## src/rtl/fpcc_pkg.sv

```systemverilog
package fpcc_pkg;

  typedef enum logic [2:0] {
    REL_NEVER = 3'd0,
    REL_EQ    = 3'd1,
    REL_GT    = 3'd2,
    REL_GE    = 3'd3,
    REL_LT    = 3'd4,
    REL_LE    = 3'd5,
    REL_GL    = 3'd6,
    REL_ORD   = 3'd7
  } baseRel_t;

  // strobes from control to datapath
  typedef struct packed {
    logic     load;
    logic     illegal;
    logic     nonAware;
    logic     invert;
    baseRel_t baseRel;
  } evalStrobe_t;

  function automatic logic relHolds(baseRel_t rel, logic neg, logic zero, logic nan);
    logic r;
    unique case (rel)
      REL_NEVER: r = 1'b0;
      REL_EQ:    r = zero;
      REL_GT:    r = ~(nan | zero | neg);
      REL_GE:    r = zero | ~(nan | neg);
      REL_LT:    r = neg & ~nan & ~zero;
      REL_LE:    r = zero | (neg & ~nan);
      REL_GL:    r = ~(nan | zero);
      REL_ORD:   r = ~nan;
      default:   r = 1'b0;
    endcase
    return r;
  endfunction

endpackage

```

## src/rtl/fpcc_ctrl.sv

```systemverilog
module fpcc_ctrl
  import fpcc_pkg::*;
#(
  parameter int PRED_W = 16
) (
  input  logic              clk,
  input  logic              rst_n,
  input  logic              evalValid,
  input  logic [PRED_W-1:0] predWord,
  output evalStrobe_t       strobe,
  output logic              resValid
);

  localparam int PRED_KEEP = 6;

  logic [PRED_KEEP-1:0] pred;
  assign pred = predWord[PRED_KEEP-1:0];

  generate
    if (PRED_W > PRED_KEEP) begin : g_hiBits
      logic unusedPredHi;
      assign unusedPredHi = ^predWord[PRED_W-1:PRED_KEEP];
    end
  endgenerate

  always_comb begin
    strobe.load     = evalValid;
    strobe.illegal  = pred[5];
    strobe.nonAware = pred[4];
    strobe.invert   = pred[3];
    strobe.baseRel  = baseRel_t'(pred[3] ? ~pred[2:0] : pred[2:0]);
  end

  always_ff @(posedge clk) begin
    if (!rst_n) resValid <= 1'b0;
    else        resValid <= evalValid;
  end

endmodule

```

## src/rtl/fpcc_datapath.sv

```systemverilog
module fpcc_datapath
  import fpcc_pkg::*;
#(
  parameter int EXC_W     = 8,
  parameter int UNORD_BIT = 7
) (
  input  logic             clk,
  input  logic             rst_n,
  input  evalStrobe_t      strobe,
  input  logic             ccNeg,
  input  logic             ccZero,
  input  logic             ccNan,
  input  logic [EXC_W-1:0] excIn,
  input  logic [EXC_W-1:0] excEnable,
  output logic             resTrue,
  output logic             resIllegal,
  output logic             resTrap,
  output logic             resTaken,
  output logic [EXC_W-1:0] excOut
);

  logic             relNow;
  logic             truthNext;
  logic             trapNext;
  logic [EXC_W-1:0] excNext;

  always_comb begin
    relNow  = relHolds(strobe.baseRel, ccNeg, ccZero, ccNan);
    excNext = '0;
    excNext[UNORD_BIT] = strobe.nonAware & ccNan;
    if (strobe.illegal) begin
      truthNext = 1'b0;
      excNext   = excIn;
      trapNext  = 1'b0;
    end else begin
      truthNext = relNow ^ strobe.invert;
      trapNext  = |(excNext & excEnable);
    end
  end

  always_ff @(posedge clk) begin
    if (!rst_n) begin
      resTrue    <= 1'b0;
      resIllegal <= 1'b0;
      resTrap    <= 1'b0;
      resTaken   <= 1'b0;
      excOut     <= '0;
    end else if (strobe.load) begin
      resTrue    <= truthNext;
      resIllegal <= strobe.illegal;
      resTrap    <= trapNext;
      resTaken   <= truthNext & ~trapNext;
      excOut     <= excNext;
    end
  end

endmodule

```

## src/rtl/fpcc_eval.sv

```systemverilog
module fpcc_eval
  import fpcc_pkg::*;
#(
  parameter int PRED_W    = 16,
  parameter int EXC_W     = 8,
  parameter int UNORD_BIT = 7
) (
  input  logic              clk,
  input  logic              rst_n,
  input  logic              evalValid,
  input  logic [PRED_W-1:0] predWord,
  input  logic              ccNeg,
  input  logic              ccZero,
  input  logic              ccNan,
  input  logic [EXC_W-1:0]  excIn,
  input  logic [EXC_W-1:0]  excEnable,
  output logic              resValid,
  output logic              resTrue,
  output logic              resIllegal,
  output logic              resTrap,
  output logic              resTaken,
  output logic [EXC_W-1:0]  excOut
);

  evalStrobe_t strobe;

  fpcc_ctrl #(.PRED_W(PRED_W)) u_ctrl (
    .clk      (clk),
    .rst_n    (rst_n),
    .evalValid(evalValid),
    .predWord (predWord),
    .strobe   (strobe),
    .resValid (resValid)
  );

  fpcc_datapath #(.EXC_W(EXC_W), .UNORD_BIT(UNORD_BIT)) u_dp (
    .clk       (clk),
    .rst_n     (rst_n),
    .strobe    (strobe),
    .ccNeg     (ccNeg),
    .ccZero    (ccZero),
    .ccNan     (ccNan),
    .excIn     (excIn),
    .excEnable (excEnable),
    .resTrue   (resTrue),
    .resIllegal(resIllegal),
    .resTrap   (resTrap),
    .resTaken  (resTaken),
    .excOut    (excOut)
  );

endmodule

```

## config.mk

```make
export PLATFORM = sky130hd
export DESIGN_NAME = fpcc_eval
export DESIGN_NICKNAME = d
export VERILOG_FILES = /design/src/rtl/fpcc_pkg.sv /design/src/rtl/fpcc_ctrl.sv /design/src/rtl/fpcc_datapath.sv /design/src/rtl/fpcc_eval.sv
export SDC_FILE = /design/constraint.sdc
export NUM_CORES = 1
export LEC_CHECK = 0
export BUFFER_PORTS_ARGS = -buffer_cell sky130_fd_sc_hd__buf_2
export CAP_MARGIN = 20
export CORE_MARGIN = 1.5
export CORE_UTILIZATION = 39
export DETAILED_ROUTE_END_ITERATION = 6
export GPL_TIMING_DRIVEN = 0
export PLACE_DENSITY = 0.81
export RECOVER_POWER = 50
export SETUP_SLACK_MARGIN = 0.4
export SYNTH_ARGS = -nofsm -noshare
export SYNTH_HDL_FRONTEND = slang
export SYNTH_HIERARCHICAL = 1
export SYNTH_SLANG_ARGS = --single-unit
```

## constraint.sdc

```tcl
create_clock -name clk -period 2.95 [get_ports clk]
set_clock_uncertainty 0.15 [all_clocks]
set_input_delay 0.4425 -clock clk [delete_from_list [all_inputs] [get_ports clk]]
set_output_delay 0.4425 -clock clk [all_outputs]
set_load 0.005 [all_outputs]
```

==> metrics.txt <==
status=finished, final reports clean; Critical Path Sink Type=flip-flop; DR pass1 iterations=4; Logic pwr share=0.173; post-CTS setup buffers=0; post-cts hold buffer count=0; die area=0.00181 mm²; Cells after Synth=69; RSZ-0062 raised after global routing=no; Buffers on Ports=31; max_cap viols=0; GPL Wtd Cong=0.669; Syn. warnings=6; critical path arrival=1.55 ns; final hold vios=0; clk slew on worst S/H paths=0.07 ns; Final period util=0.519; GRT busiest layer=met2; DRC=0; Num CTS Buffers=3; via-per-instance ratio=4.75; H-tree depth=1; Max VDD drop=0.000337 V; share of the synthesized area in the top cell type=0.427; met2 usage=0.286; nets@finish=143; flops & latches, synth=13; critical setup path kind=in -> reg; DRT antenna net count=0; DR vias=570; WHS=0.231 ns; FF+latch area=260 µm²; Switching Share=0.248; fin. max-slew vios=0; layout filler cell count=143; HPWL Detailed=1060 µm; final wirelength=1330 µm; min Tclk post-route=1.53 ns; final-report setup violation count=0; largest net degree at the start of global routing=11; die width=42.5 µm; CP Launch Type=input port; WP data required=2.97 ns; Max FO, Critical Path=4; Sink Count=13; met3 usage=0.0647; Setup TNS=0 ns; FP Rows=14; Mapped Nets=107; post-CTS sizing=0; CTS tree=done; syn avg cell area=8.83 µm²; M1 GR Usage=0.184; clock buffer depth=2; starting density of the core=0.409; Clock Root Buffer=clkbuf_4; area leader, netlist=dfxtp_1; Hold Path Class=in -> reg; GR Overflow Total=0; footprint of the multi-input gates=305 µm²; ant diodes=0; Flop pwr share=0.522; Leak=0.388 nW; final setup margin=1.42 ns; Placeable Area=0.00149 mm²; fraction of layout cells with a size suffix above 1=0.346; Pint=269 µW; vias in the first global route=524; area added between synthesis and finish=31.8%; drt wl/cell=11.1 µm; Fmax=0.654 GHz; IO Count=51; worst skew pair latency=0.28 ns; switching pwr=88.5 µW; initial antenna violation count=0; register area share after synthesis=0.427; GRT Util Overall=0.174; mapped cell area=609 µm²; Worst Tran Pin Value=0.451 ns; Yosys cell types=20; first-pass GRT wire length=2260 µm; slew margin rel.=0.699; DP Worst Slack=1.14 ns; initial drt markers=11; clock power share=0.306; die height=42.5 µm; Area contributors post-synth=dfxtp_1 43%, nor2b_1 17%, a21oi_1 6.6%; PwrDens=445 mW/mm²
==> path summary, 6_finish.rpt <==
| kind | startpoint | endpoint | slack (ns) | cells past startpoint |
|---|---|---|---|---|
| setup / recovery | predWord[3] | u_dp/resTaken | 1.42 | 7 |
| hold reg to reg | u_dp/resTaken | u_dp/resTaken | 0.29 | 2 |
| setup reg to reg | u_dp/excOut[2] | u_dp/excOut[2] | 2.06 | 3 |
| hold / removal | evalValid | u_ctrl/resValid | 0.23 | 2 |
==> metrics by stage <==
step            util  power, mW  std cells  area (µm²)
4_1_cts        0.545      0.360        120         811
6_report       0.539      0.357        120         803
2_1_floorplan      -      0.226         69         609
3_3_place_gp   0.527      0.250        116         785
3_5_place_dp   0.527      0.254        116         785
5_1_grt        0.539      0.378        120         803
==> worst max-delay path, cell delays in order <==
cell     delay, ns
buf_2         0.13
xor2_1        0.18
mux2_1        0.31
mux2i_1       0.15
a21oi_1       0.07
xnor2_1       0.17
o21ai_1       0.09
==> registers in the layout, indices dropped and copies added (netlist names) <==
signal           count
u_dp/excOut          8
u_dp/resIllegal      1
u_dp/resTrap         1
u_dp/resTaken        1
u_dp/resTrue         1
u_ctrl/resValid      1
==> synth_stat cells <==
library cell,count
nand2b_1,1
buf_2,2
o211ai_1,1
buf_4,4
dfxtp_1,13
nor2_1,1
o21a_1,1
o211a_1,1
mux2i_1,2
xor2_1,3
nor2b_1,17
nand3b_1,1
and2_1,2
nand2_1,6
nand3_1,1
mux2_1,1
clkbuf_1,1
o21ai_1,2
a21oi_1,8
xnor2_1,1
==> layout make-up <==
| class | count | area share |
|---|---|---|
| sequential | 13 | 0.324 |
| timing repair buffer | 31 | 0.192 |
| multi-input combinational | 49 | 0.380 |
| clock buffer | 4 | 0.0327 |
| tap | 16 | 0.0249 |
| buffer | 7 | 0.0467 |
==> logic make-up (layout without fill, tap and decap cells) <==
family                 after synthesis  count (layout)  synth area share
flip-flops                          13              13             0.427
AO/OA/AOI/OAI                       13              13             0.123
buffers and inverters                7              42            0.0719
XOR/XNOR                             4               4            0.0575
AND/OR/NAND/NOR                     29              29             0.269
multiplexers                         3               3            0.0513
==> per-layer routing <==
metal  part of all wire  routed length, µm  vias to the layer above
met3              0.079                105                        4
li1                   -                  -                      290
met2               0.53                702                       21
met1               0.37                495                      255
met4              0.021                 28                        0
met5                  0                  0                        -
==> cell usage in the layout, fill, tap and decap left out <==
cell type,count
o211ai_1,1
buf_2,30
mux2_1,1
xor2_1,3
o21ai_1,2
buf_4,3
clkbuf_1,6
nand2b_1,1
nand3b_1,1
xnor2_1,1
nor2_1,1
o21a_1,1
clkbuf_4,3
dfxtp_1,13
and2_1,2
o211a_1,1
a21oi_1,8
nand2_1,6
nand3_1,1
mux2i_1,2
nor2b_1,17
==> power by group through the flow <==
stage,Sequential (mW),Clock (mW),Combinational [mW]
detailed placement,0.191,0,0.0631
finish,0.186,0.109,0.0617
global route,0.187,0.121,0.0695
global placement,0.190,0,0.0601
floorplan,0.191,0,0.0343
CTS,0.187,0.110,0.0633
No activity file was read; power rests on OpenSTA's default activity.
